===== config.mk =====
export PLATFORM = sky130hd
export DESIGN_NAME = gw_nested_walk
export DESIGN_NICKNAME = d
export VERILOG_FILES = /design/src/rtl/gw_pkg.sv /design/src/rtl/gw_addr_path.sv /design/src/rtl/gw_entry_check.sv /design/src/rtl/gw_walk_seq.sv /design/src/rtl/gw_nested_walk.sv
export SDC_FILE = /design/constraint.sdc
export NUM_CORES = 1
export LEC_CHECK = 0
export BUFFER_PORTS_ARGS = -buffer_cell sky130_fd_sc_hd__buf_2
export CORE_ASPECT_RATIO = 1.5
export CORE_MARGIN = 3
export CORE_UTILIZATION = 25
export CTS_CLUSTER_SIZE = 24
export DETAILED_ROUTE_END_ITERATION = 10
export PLACE_DENSITY = 0.55
export SETUP_SLACK_MARGIN = 0.15
export SLEW_MARGIN = 20
export SYNTH_ARGS = -nofsm -noshare
export SYNTH_HDL_FRONTEND = slang
export SYNTH_HIERARCHICAL = 1
export SYNTH_SLANG_ARGS = --single-unit

===== constraint.sdc =====
create_clock -name clk -period 14.15 [get_ports clk]
set_input_delay 3.5375 -clock clk [delete_from_list [all_inputs] [get_ports clk]]
set_output_delay 3.5375 -clock clk [all_outputs]
set_load 0.02 [all_outputs]

===== src/rtl/gw_pkg.sv =====
package gw_pkg;

  // Outcome of one walk, reported on res_kind
  typedef enum logic [1:0] {
    RES_LEAF   = 2'd0,
    RES_GFAULT = 2'd1,
    RES_NVIOL  = 2'd2,
    RES_NMISC  = 2'd3
  } res_kind_e;

  // Response code from the second-level translator
  typedef enum logic [1:0] {
    XS_OK   = 2'd0,
    XS_VIOL = 2'd1,
    XS_MISC = 2'd2,
    XS_RSV  = 2'd3
  } xlat_stat_e;

  typedef enum logic [2:0] {
    ST_IDLE,
    ST_XREQ,
    ST_XWAIT,
    ST_MREQ,
    ST_MWAIT
  } walk_st_e;

  localparam int PFC_W     = 4;
  localparam int PFC_P_BIT = 0;
  localparam int PFC_R_BIT = 3;

endpackage


===== src/rtl/gw_addr_path.sv =====
module gw_addr_path #(
  parameter int LA_W   = 48,
  parameter int PA_W   = 52,
  parameter int ENT_W  = 64,
  parameter int PG_SH  = 12,
  parameter int IDX_W  = 9,
  parameter int LVL_W  = 2,
  parameter int ENT_SH = 3
) (
  input  logic [LA_W-1:0]  la,
  input  logic [PA_W-1:0]  root,
  input  logic [ENT_W-1:0] entry,
  input  logic [LVL_W-1:0] level,
  output logic [PA_W-1:0]  first_gpa,
  output logic [PA_W-1:0]  next_gpa,
  output logic [PA_W-1:0]  leaf_gpa
);

  localparam int TOP_LVL = (LA_W - PG_SH) / IDX_W - 1;

  // Index field of the linear address used at level lvl
  function automatic logic [IDX_W-1:0] idx_of(input logic [LA_W-1:0] a, input int lvl);
    return IDX_W'(a >> (PG_SH + IDX_W * lvl));
  endfunction

  // Entry address inside a table whose base is taken from b
  function automatic logic [PA_W-1:0] tbl_addr(input logic [PA_W-1:0] b,
                                               input logic [IDX_W-1:0] idx);
    logic [PA_W-1:0] base;
    base = b;
    base[PG_SH-1:0] = '0;
    return base | (PA_W'(idx) << ENT_SH);
  endfunction

  // Leaf translation: the offset width grows by one index field per level
  function automatic logic [PA_W-1:0] leaf_addr(input logic [ENT_W-1:0] e,
                                                input logic [LA_W-1:0] a,
                                                input int lvl);
    logic [PA_W-1:0] msk;
    msk = (PA_W'(1) << (PG_SH + IDX_W * lvl)) - PA_W'(1);
    return (e[PA_W-1:0] & ~msk) | (PA_W'(a) & msk);
  endfunction

  int lvl_i;
  int lvl_dn;

  always_comb begin
    lvl_i     = int'(level);
    lvl_dn    = (level == '0) ? 0 : int'(level) - 1;
    first_gpa = tbl_addr(root, idx_of(la, TOP_LVL));
    next_gpa  = tbl_addr(entry[PA_W-1:0], idx_of(la, lvl_dn));
    leaf_gpa  = leaf_addr(entry, la, lvl_i);
  end

endmodule


===== src/rtl/gw_entry_check.sv =====
module gw_entry_check #(
  parameter int ENT_W   = 64,
  parameter int PA_W    = 52,
  parameter int PG_SH   = 12,
  parameter int IDX_W   = 9,
  parameter int LVL_W   = 2,
  parameter int PS_BIT  = 7,
  parameter int DIR_LVL = 1,
  parameter int PFC_W   = 4,
  parameter int P_BIT   = 0,
  parameter int R_BIT   = 3
) (
  input  logic [ENT_W-1:0] entry,
  input  logic [LVL_W-1:0] level,
  output logic             present,
  output logic             rsvd,
  output logic             leaf,
  output logic [PFC_W-1:0] pf_code
);

  // Reserved-bit rule per level
  function automatic logic rsvd_of(input logic [ENT_W-1:0] e, input int lvl);
    logic hi;
    logic ps;
    logic gap;
    hi  = |e[ENT_W-2:PA_W];
    ps  = e[PS_BIT];
    gap = |e[PG_SH+IDX_W-1:PG_SH+1];
    if (lvl > DIR_LVL)       return hi | ps;
    else if (lvl == DIR_LVL) return hi | (ps & gap);
    else                     return hi;
  endfunction

  function automatic logic leaf_of(input logic [ENT_W-1:0] e, input int lvl);
    return (lvl == 0) || ((lvl == DIR_LVL) && e[PS_BIT]);
  endfunction

  always_comb begin
    present        = entry[0];
    rsvd           = present & rsvd_of(entry, int'(level));
    leaf           = leaf_of(entry, int'(level));
    pf_code        = '0;
    pf_code[P_BIT] = present;
    pf_code[R_BIT] = rsvd;
  end

endmodule


===== src/rtl/gw_walk_seq.sv =====
module gw_walk_seq
  import gw_pkg::*;
#(
  parameter int LA_W    = 48,
  parameter int PA_W    = 52,
  parameter int LVL_W   = 2,
  parameter int TOP_LVL = 3
) (
  input  logic             clk,
  input  logic             rst_n,
  input  logic             start,
  input  logic [LA_W-1:0]  la_in,
  input  logic [PA_W-1:0]  root_in,
  output logic             xlat_req,
  output logic [PA_W-1:0]  xlat_gpa,
  input  logic             xlat_done,
  input  logic [1:0]       xlat_status,
  input  logic [PA_W-1:0]  xlat_hpa,
  output logic             mem_rd_req,
  output logic [PA_W-1:0]  mem_rd_addr,
  input  logic             mem_rd_valid,
  input  logic             ent_present,
  input  logic             ent_rsvd,
  input  logic             ent_leaf,
  input  logic [PFC_W-1:0] ent_pf_code,
  input  logic [PA_W-1:0]  first_gpa,
  input  logic [PA_W-1:0]  next_gpa,
  input  logic [PA_W-1:0]  leaf_gpa,
  output logic [LA_W-1:0]  la_q,
  output logic [PA_W-1:0]  root_q,
  output logic [LVL_W-1:0] level_q,
  output logic             busy,
  output logic             res_valid,
  output logic [1:0]       res_kind,
  output logic [LVL_W-1:0] res_level,
  output logic [PA_W-1:0]  res_gpa,
  output logic [PFC_W-1:0] res_code
);

  walk_st_e        st_q;
  logic [PA_W-1:0] cur_gpa_q;
  logic [PA_W-1:0] hpa_q;

  // Named events for the assertions
  logic accept_evt;
  logic xlat_ok_evt;
  logic nested_fail_evt;
  logic ent_evt;
  logic fault_evt;
  logic leaf_evt;
  logic descend_evt;

  always_comb begin
    accept_evt      = (st_q == ST_IDLE) && start;
    xlat_ok_evt     = (st_q == ST_XWAIT) && xlat_done && (xlat_status == XS_OK);
    nested_fail_evt = (st_q == ST_XWAIT) && xlat_done && (xlat_status != XS_OK);
    ent_evt         = (st_q == ST_MWAIT) && mem_rd_valid;
    fault_evt       = ent_evt && (!ent_present || ent_rsvd);
    leaf_evt        = ent_evt && ent_present && !ent_rsvd && ent_leaf;
    descend_evt     = ent_evt && ent_present && !ent_rsvd && !ent_leaf;
  end

  assign xlat_req    = (st_q == ST_XREQ);
  assign xlat_gpa    = cur_gpa_q;
  assign mem_rd_req  = (st_q == ST_MREQ);
  assign mem_rd_addr = hpa_q;
  assign busy        = (st_q != ST_IDLE);

  always_ff @(posedge clk or negedge rst_n) begin
    if (!rst_n) begin
      st_q      <= ST_IDLE;
      la_q      <= '0;
      root_q    <= '0;
      level_q   <= '0;
      cur_gpa_q <= '0;
      hpa_q     <= '0;
      res_valid <= 1'b0;
      res_kind  <= '0;
      res_level <= '0;
      res_gpa   <= '0;
      res_code  <= '0;
    end else begin
      res_valid <= 1'b0;
      unique case (st_q)
        ST_IDLE: begin
          if (accept_evt) begin
            la_q      <= la_in;
            root_q    <= root_in;
            level_q   <= LVL_W'(TOP_LVL);
            cur_gpa_q <= first_gpa;
            st_q      <= ST_XREQ;
          end
        end
        ST_XREQ: st_q <= ST_XWAIT;
        ST_XWAIT: begin
          if (xlat_ok_evt) begin
            hpa_q <= xlat_hpa;
            st_q  <= ST_MREQ;
          end else if (nested_fail_evt) begin
            res_valid <= 1'b1;
            res_kind  <= (xlat_status == XS_VIOL) ? RES_NVIOL : RES_NMISC;
            res_level <= level_q;
            res_gpa   <= cur_gpa_q;
            res_code  <= '0;
            st_q      <= ST_IDLE;
          end
        end
        ST_MREQ: st_q <= ST_MWAIT;
        ST_MWAIT: begin
          if (fault_evt) begin
            res_valid <= 1'b1;
            res_kind  <= RES_GFAULT;
            res_level <= level_q;
            res_gpa   <= cur_gpa_q;
            res_code  <= ent_pf_code;
            st_q      <= ST_IDLE;
          end else if (leaf_evt) begin
            res_valid <= 1'b1;
            res_kind  <= RES_LEAF;
            res_level <= level_q;
            res_gpa   <= leaf_gpa;
            res_code  <= '0;
            st_q      <= ST_IDLE;
          end else if (descend_evt) begin
            level_q   <= level_q - 1'b1;
            cur_gpa_q <= next_gpa;
            st_q      <= ST_XREQ;
          end
        end
        default: st_q <= ST_IDLE;
      endcase
    end
  end


  read_after_xlat_chk: assert property (@(posedge clk) disable iff (!rst_n)
    mem_rd_req |-> $past(xlat_ok_evt));


  single_req_chk: assert property (@(posedge clk) disable iff (!rst_n)
    xlat_req |=> !xlat_req && !mem_rd_req);


  nested_exit_chk: assert property (@(posedge clk) disable iff (!rst_n)
    nested_fail_evt |=> res_valid && (res_kind == RES_NVIOL || res_kind == RES_NMISC));


  guest_fault_chk: assert property (@(posedge clk) disable iff (!rst_n)
    fault_evt |=> res_valid && (res_kind == RES_GFAULT));


  descend_chk: assert property (@(posedge clk) disable iff (!rst_n)
    descend_evt |=> xlat_req && (level_q == LVL_W'($past(level_q) - 1'b1)));


  busy_start_chk: assert property (@(posedge clk) disable iff (!rst_n)
    (busy && start) |=> $stable(la_q) && $stable(root_q));


  res_pulse_chk: assert property (@(posedge clk) disable iff (!rst_n)
    res_valid |-> !busy ##1 !res_valid);

endmodule


===== src/rtl/gw_nested_walk.sv =====
module gw_nested_walk
  import gw_pkg::*;
#(
  parameter int LA_W   = 48,
  parameter int PA_W   = 52,
  parameter int ENT_W  = 64,
  parameter int PG_SH  = 12,
  parameter int IDX_W  = 9,
  parameter int ENT_SH = 3
) (
  input  logic             clk,
  input  logic             rst_n,
  input  logic             start,
  input  logic [LA_W-1:0]  gla,
  input  logic [PA_W-1:0]  groot,
  output logic             xlat_req,
  output logic [PA_W-1:0]  xlat_gpa,
  input  logic             xlat_done,
  input  logic [1:0]       xlat_status,
  input  logic [PA_W-1:0]  xlat_hpa,
  output logic             mem_rd_req,
  output logic [PA_W-1:0]  mem_rd_addr,
  input  logic             mem_rd_valid,
  input  logic [ENT_W-1:0] mem_rd_data,
  output logic             busy,
  output logic             res_valid,
  output logic [1:0]       res_kind,
  output logic [1:0]       res_level,
  output logic [PA_W-1:0]  res_gpa,
  output logic [3:0]       res_code
);

  localparam int LVLS    = (LA_W - PG_SH) / IDX_W;
  localparam int LVL_W   = $clog2(LVLS);
  localparam int TOP_LVL = LVLS - 1;

  logic [LA_W-1:0]  la_q;
  logic [PA_W-1:0]  root_q;
  logic [LVL_W-1:0] level_q;
  logic [LA_W-1:0]  walk_la;
  logic [PA_W-1:0]  walk_root;
  logic [PA_W-1:0]  first_gpa;
  logic [PA_W-1:0]  next_gpa;
  logic [PA_W-1:0]  leaf_gpa;
  logic             ent_present;
  logic             ent_rsvd;
  logic             ent_leaf;
  logic [PFC_W-1:0] ent_pf_code;

  // While idle the address path sees the incoming request, so the
  // first entry address is ready in the accept cycle.
  assign walk_la   = busy ? la_q : gla;
  assign walk_root = busy ? root_q : groot;

  gw_addr_path #(
    .LA_W(LA_W), .PA_W(PA_W), .ENT_W(ENT_W), .PG_SH(PG_SH),
    .IDX_W(IDX_W), .LVL_W(LVL_W), .ENT_SH(ENT_SH)
  ) u_addr (
    .la       (walk_la),
    .root     (walk_root),
    .entry    (mem_rd_data),
    .level    (level_q),
    .first_gpa(first_gpa),
    .next_gpa (next_gpa),
    .leaf_gpa (leaf_gpa)
  );

  gw_entry_check #(
    .ENT_W(ENT_W), .PA_W(PA_W), .PG_SH(PG_SH), .IDX_W(IDX_W),
    .LVL_W(LVL_W), .PFC_W(PFC_W), .P_BIT(PFC_P_BIT), .R_BIT(PFC_R_BIT)
  ) u_chk (
    .entry  (mem_rd_data),
    .level  (level_q),
    .present(ent_present),
    .rsvd   (ent_rsvd),
    .leaf   (ent_leaf),
    .pf_code(ent_pf_code)
  );

  gw_walk_seq #(
    .LA_W(LA_W), .PA_W(PA_W), .LVL_W(LVL_W), .TOP_LVL(TOP_LVL)
  ) u_seq (
    .clk         (clk),
    .rst_n       (rst_n),
    .start       (start),
    .la_in       (gla),
    .root_in     (groot),
    .xlat_req    (xlat_req),
    .xlat_gpa    (xlat_gpa),
    .xlat_done   (xlat_done),
    .xlat_status (xlat_status),
    .xlat_hpa    (xlat_hpa),
    .mem_rd_req  (mem_rd_req),
    .mem_rd_addr (mem_rd_addr),
    .mem_rd_valid(mem_rd_valid),
    .ent_present (ent_present),
    .ent_rsvd    (ent_rsvd),
    .ent_leaf    (ent_leaf),
    .ent_pf_code (ent_pf_code),
    .first_gpa   (first_gpa),
    .next_gpa    (next_gpa),
    .leaf_gpa    (leaf_gpa),
    .la_q        (la_q),
    .root_q      (root_q),
    .level_q     (level_q),
    .busy        (busy),
    .res_valid   (res_valid),
    .res_kind    (res_kind),
    .res_level   (res_level),
    .res_gpa     (res_gpa),
    .res_code    (res_code)
  );

endmodule


Word-level counts from Yosys, hierarchy flattened

Index checks and enable logic that the tools add are counted.

Register bits after elaboration: 270
Bits of input ports: 223
Output and inout port bits: 168
Logic and storage cells: 125

Add/subtract/negate cells: 5
$mul: 2
Magnitude comparators: 1
Equality and inequality tests: 15
Shifts and indexed selects: 2
Mux-type cells: 48
Bitwise operators: 10
Reductions and logical operators: 31

Operators with widths:

| operator                | count |
|---|---|
| $mux W52                | 9 |
| $pmux W52 S2            | 2 |
| $or A52 B12 Y52         | 2 |
| $add A5 B32 Y32 const A | 2 |
| $and A48 B52 Y52        | 1 |
| $and A52 B52 Y52        | 1 |
| $not A52 Y52            | 1 |
| $or A52 B52 Y52         | 1 |
| $shl A1 B32 Y52 const A | 1 |
| $sub A52 B2 Y52 const B | 1 |
| $mux W48                | 1 |
| $shr A48 B32 Y9         | 1 |
| $mul A5 B32 Y32 const A | 1 |
| $mux W32                | 1 |
| $mux W2                 | 12 |
| $mux W3                 | 6 |
| $mux W4                 | 4 |
| $pmux W3 S5             | 1 |
| $pmux W2 S2             | 3 |
| $logic_and A1 B1 Y1     | 11 |
| $reduce_or A11 Y1       | 1 |
| $pmux W4 S2             | 1 |
| $reduce_or A8 Y1        | 1 |
| $mux W1                 | 7 |
| 26 further kinds        | 42 |

Longest topological paths before layout

Word-level depth: 13
Gate-level depth with buffers: 25
Depth with buffers taken out: 19

Cells and area by module

Netlist, hierarchy kept.

Modules (own cells, without submodules):

| module         | times used | cells each | area an instance (um2) | sequential area each (um2) |
|---|---|---|---|---|
| gw_walk_seq    | 1          | 791        | 11,623.6               | 6,756.5 |
| gw_addr_path   | 1          | 500        | 4,301.6                | 0.0 |
| gw_nested_walk | 1          | 111        | 1,712.9                | 0.0 |
| gw_entry_check | 1          | 18         | 121.4                  | 0.0 |

Worst setup path before layout

Ideal clock, no wire load.

Kind: in2reg
From: input port mem_rd_data[53]
To: register u_seq.res_gpa[10]
Library setup time: 125 ps
Arrival: 5,422 ps
Required time: 14,025 ps
Slack: 8,603 ps
Stages: 9
Buffers on the path: 2
Cell sequence: nor4_2 > nand4_1 > o21a_1 > or3b_1 > buf_2 > a31oi_4 > inv_4 > buf_6 > mux2_4

Word-level cells in the longest chain between the ends: 10
Elaborated cells on any way between the ends: 15
Those cells by class: 1 x eq/ne; 4 x mux; 3 x bitwise; 7 x reduce/logical

RTL lines:

| what                             | RTL line             | source |
|---|---|---|
| from (decl)                      | gw_nested_walk.sv:24 | `input logic [ENT_W-1:0] mem_rd_data,` |
| $reduce_or A11 Y1 (*)            | gw_entry_check.sv:26 | `hi = \|e[ENT_W-2:PA_W];` |
| $or A1 B1 Y1                     | gw_entry_check.sv:30 | `else if (lvl == DIR_LVL) return hi \| (ps & gap);` |
| $mux W1                          | gw_entry_check.sv:30 |  |
| $mux W1 (*)                      | gw_entry_check.sv:29 | `if (lvl > DIR_LVL) return hi \| ps;` |
| $and A1 B1 Y1 (*)                | gw_entry_check.sv:40 | `rsvd = present & rsvd_of(entry, int'(level));` |
| net ent_rsvd                     | gw_nested_walk.sv:46 | `logic ent_rsvd;` |
| $logic_not A1 Y1                 | gw_walk_seq.sv:59    | `leaf_evt = ent_evt && ent_present && !ent_rsvd && ent_leaf;` |
| $logic_and A1 B1 Y1 (2 in a row) | gw_walk_seq.sv:59    |  |
| $ne A3 B1 Y1 (no line)           | -                    |  |
| $reduce_and A4 Y1 (no line)      | -                    |  |
| to (signal assigned)             | gw_walk_seq.sv:103   | `res_gpa <= cur_gpa_q;` |
| to (signal assigned)             | gw_walk_seq.sv:114   | `res_gpa <= cur_gpa_q;` |
| to (signal assigned)             | gw_walk_seq.sv:121   | `res_gpa <= leaf_gpa;` |
| to (decl)                        | gw_walk_seq.sv:36    | `output logic [PA_W-1:0] res_gpa,` |

The timed path passes the listed nets; every way through them passes the cells marked *.
A chain may end at the register's enable or synchronous reset.

Final worst setup path

From: register u_seq.level_q[0]
To: register u_seq.cur_gpa_q[11], in the netlist u_seq/xlat_gpa[11]

Word-level cells in the longest chain between the ends: 10
Elaborated cells on any way between the ends: 30
Those cells by class: 2 x add/sub; 1 x mul; 1 x order compare; 4 x eq/ne; 1 x shift; 7 x mux; 2 x bitwise; 12 x reduce/logical

RTL lines:

| what                                                     | RTL line             | source |
|---|---|---|
| from (decl)                                              | gw_walk_seq.sv:31    | `output logic [LVL_W-1:0] level_q,` |
| from (signal assigned)                                   | gw_walk_seq.sv:89    | `level_q <= LVL_W'(TOP_LVL);` |
| from (signal assigned)                                   | gw_walk_seq.sv:125   | `level_q <= level_q - 1'b1;` |
| $sub A2 B1 Y3 / $logic_not A2 Y1 (equally long branches) | gw_addr_path.sv:49   | `lvl_dn = (level == '0) ? 0 : int'(level) - 1;` |
| $mux W32 (*)                                             | gw_addr_path.sv:49   |  |
| $mul A5 B32 Y32 (*)                                      | gw_addr_path.sv:23   | `return IDX_W'(a >> (PG_SH + IDX_W * lvl));` |
| $add A5 B32 Y32 (*)                                      | gw_addr_path.sv:23   |  |
| $shr A48 B32 Y9 (*)                                      | gw_addr_path.sv:23   |  |
| $or A52 B12 Y52 (*)                                      | gw_addr_path.sv:32   | `return base \| (PA_W'(idx) << ENT_SH);` |
| net next_gpa[11]                                         | gw_nested_walk.sv:43 | `logic [PA_W-1:0] next_gpa;` |
| $mux W52 (*)                                             | gw_walk_seq.sv:124   | `end else if (descend_evt) begin` |
| $mux W52 (*)                                             | gw_walk_seq.sv:117   | `end else if (leaf_evt) begin` |
| $mux W52 (*)                                             | gw_walk_seq.sv:110   | `if (fault_evt) begin` |
| $pmux W52 S2 (*)                                         | gw_walk_seq.sv:84    | `unique case (st_q)` |
| to (signal assigned)                                     | gw_walk_seq.sv:90    | `cur_gpa_q <= first_gpa;` |
| to (signal assigned)                                     | gw_walk_seq.sv:126   | `cur_gpa_q <= next_gpa;` |
| to (decl)                                                | gw_walk_seq.sv:41    | `logic [PA_W-1:0] cur_gpa_q;` |

The timed path passes the listed nets; every way through them passes the cells marked *. The select of a mux whose other input is x is not followed.

==> flow_summary.ini <==
[pwr]
combinationalPowerShare_pct = 59.5
power_leakage_nw = 8.60
power_frac_clock_pct = 14.9
max-vdd-ir-drop_uv = 126
intPower_mw = 3.01
seqPwrFrac_pct = 25.6
power.density_nw_per_um2 = 264
netSwitchingFraction_pct = 42.5
p_sw_mw = 2.23

[grt]
grtUsageTotal_pct = 15.4
grt_pass1_vias = 12800
grt_max_degree = 142
met3_usage_pct = 2.73
use_met2_pct = 27.3
grt_busiest_layer = met2
use_met1_pct = 17.8
grt_overflow = 0
antenna_found_initial = 19
grt_pass1_wl_um = 83700

[floorplanning]
die_area_um2 = 71700
die_h_um = 327
core.rowCount = 116
die_x_um = 220
core_area_um2 = 67300
initial_core_util_pct = 25.4
ios = 391

[cts]
clkTransAtPathRegs_ns = 0.06
htreeDepth = 1
cts_tree = built
holdBufCountCts = 0
cts_root_buffer = clkbuf_16
cts.sinks = 258
cts.path.max_buffers = 3
clock_latency_ns = 0.57
cts_resized = 0
numCtsBuffers = 28
cts_setup_buffers = 0

[timing]
skew_ns = 0.0232
rsz0062_at_grt = false
report.final.slew_viol_count = 0
worst_slew_pin_slew_ns = 1.10
post-route-min-period_ns = 7.71
timing.fmax_mhz = 130
finalHoldViolCount = 0
slew_headroom_pct = 26.2
finalSetupTns_ns = 0
setup-violations-final = 0
fin_crit_sh_pct = 54.5

[finish]
syn2layout_area_growth_pct = 15.9
final_cell_mix = buf_2, dfrtp_1, mux2_2
stdcell_count = 2521
final_common_cell = buf_2
drive_gt1_share_pct = 54.1
fin_area_um2 = 19900
nFillCells = 6979
final_nets = 1843

[run]
cap_violations = 0

[critical_path]
critPathLaunch = u_seq/level_q[0]
critPathArrivalTime_ns = 8.21
worstPathMaxFanout = 61
required_ns = 14.64
worst_r2r_path_depth = 18
crit_type = reg2reg
r2r_start = u_seq/level_q[0]
regToRegEndpoint = u_seq/xlat_gpa[11]
setup.worst_path.start_class = flip-flop
r2r_slack_ns = 6.44
end_kind = flip-flop

[routing]
vias = 12200
dr.pass1.iters = 6
drc = 0
vias_per_cell = 4.82
drt_iter0_drc = 724
antenna_left = 0
routed_wl_um = 57000
avgRoutedWirePerCell_um = 22.6

[min_path]
holdPathStages = 1
whs_endpoint = u_seq/mem_rd_addr[15]
hold_start = u_seq/mem_rd_addr[15]
min_path_type = reg2reg

[placement]
dpl_cell_area_um2 = 18800
io_buffers = 374
dp_hpwl_um = 42000
placed_cells = 2454
place_congestion = 0.879

[synthesis]
synth.avg_cell_area_um2 = 12.4
syn_inst = 1383
syn_area_um2 = 17100
yosysWarningCount = 6

[outcome]
status = finished, final reports clean
==> routing by layer <==
| metal | up-vias | wire (um) |
|---|---|---|
| li1 | 5450 | - |
| met1 | 6107 | 21800 |
| met2 | 488 | 29400 |
| met3 | 113 | 3260 |
| met4 | 4 | 2530 |
| met5 | - | 21 |
==> sequential cells by signal, summed over array words and instances, names as in the netlist, 2 cells and up <==
name,cells
u_seq/la_q,48
u_seq/level_q,2
u_seq/mem_rd_addr,52
u_seq/res_code,4
u_seq/res_gpa,52
u_seq/res_kind,2
u_seq/res_level,2
u_seq/root_q,40
u_seq/st_q,3
u_seq/xlat_gpa,52
==> worst max-delay path by stage <==
stage / cells after the start / to
2_1_floorplan: 9 / u_seq/res_gpa[10]
3_3_place_gp: 18 / u_seq/xlat_gpa[11]
3_5_place_dp: 18 / u_seq/xlat_gpa[11]
4_1_cts: 18 / u_seq/xlat_gpa[11]
5_1_grt: 18 / u_seq/xlat_gpa[11]
6_report: 18 / u_seq/xlat_gpa[11]
==> worst max-delay path, cell delays in order, from the launching register on <==
cell,delay (ns)
dfrtp_1,0.75
ha_2,0.28
buf_4,0.62
clkinv_1,0.83
ha_1,0.54
ha_1,0.29
ha_1,0.30
ha_1,0.16
or2_1,0.48
and2_1,0.61
inv_1,0.32
ha_1,0.29
nor4b_4,0.48
nand2_1,0.39
a21oi_1,0.29
a221oi_1,0.12
a211oi_1,0.46
mux2i_1,0.14
a31oi_1,0.20
==> power by group through the flow <==
stage                     registers [mW]  clock network, mW  logic (mW)
after floorplan                     1.57                  0        2.16
after global placement              1.33                  0        3.09
after detailed placement            1.35                  0        3.12
after CTS                           1.34              0.819        3.13
after global routing                1.39              0.845        3.31
final                               1.34              0.782        3.12
==> through the flow <==
stage | worst slack (ns) | hold slack, ns | power (mW) | util (%)
after global routing | 5.98 | 0.514 | 5.55 | 29.5
after floorplan | 8.60 | 0.481 | 3.74 | -
after detailed placement | 6.51 | 0.487 | 4.47 | 27.9
after CTS | 6.52 | 0.502 | 5.29 | 29.4
final | 6.44 | 0.499 | 5.24 | 29.5
after global placement | 6.57 | 0.484 | 4.42 | 27.9
==> cell type report <==
class / count / area [um2] / area share (%)
multi-input cells: 896 / 9120 / 46.0
clock buffers: 40 / 826 / 4.16
inverters: 23 / 88.8 / 0.447
well taps: 885 / 1110 / 5.58
diodes: 15 / 37.5 / 0.189
clock inverters: 11 / 158 / 0.794
flip-flops and latches: 258 / 6460 / 32.5
repair buffers: 393 / 2060 / 10.4
(Power assumes the default switching activity.)
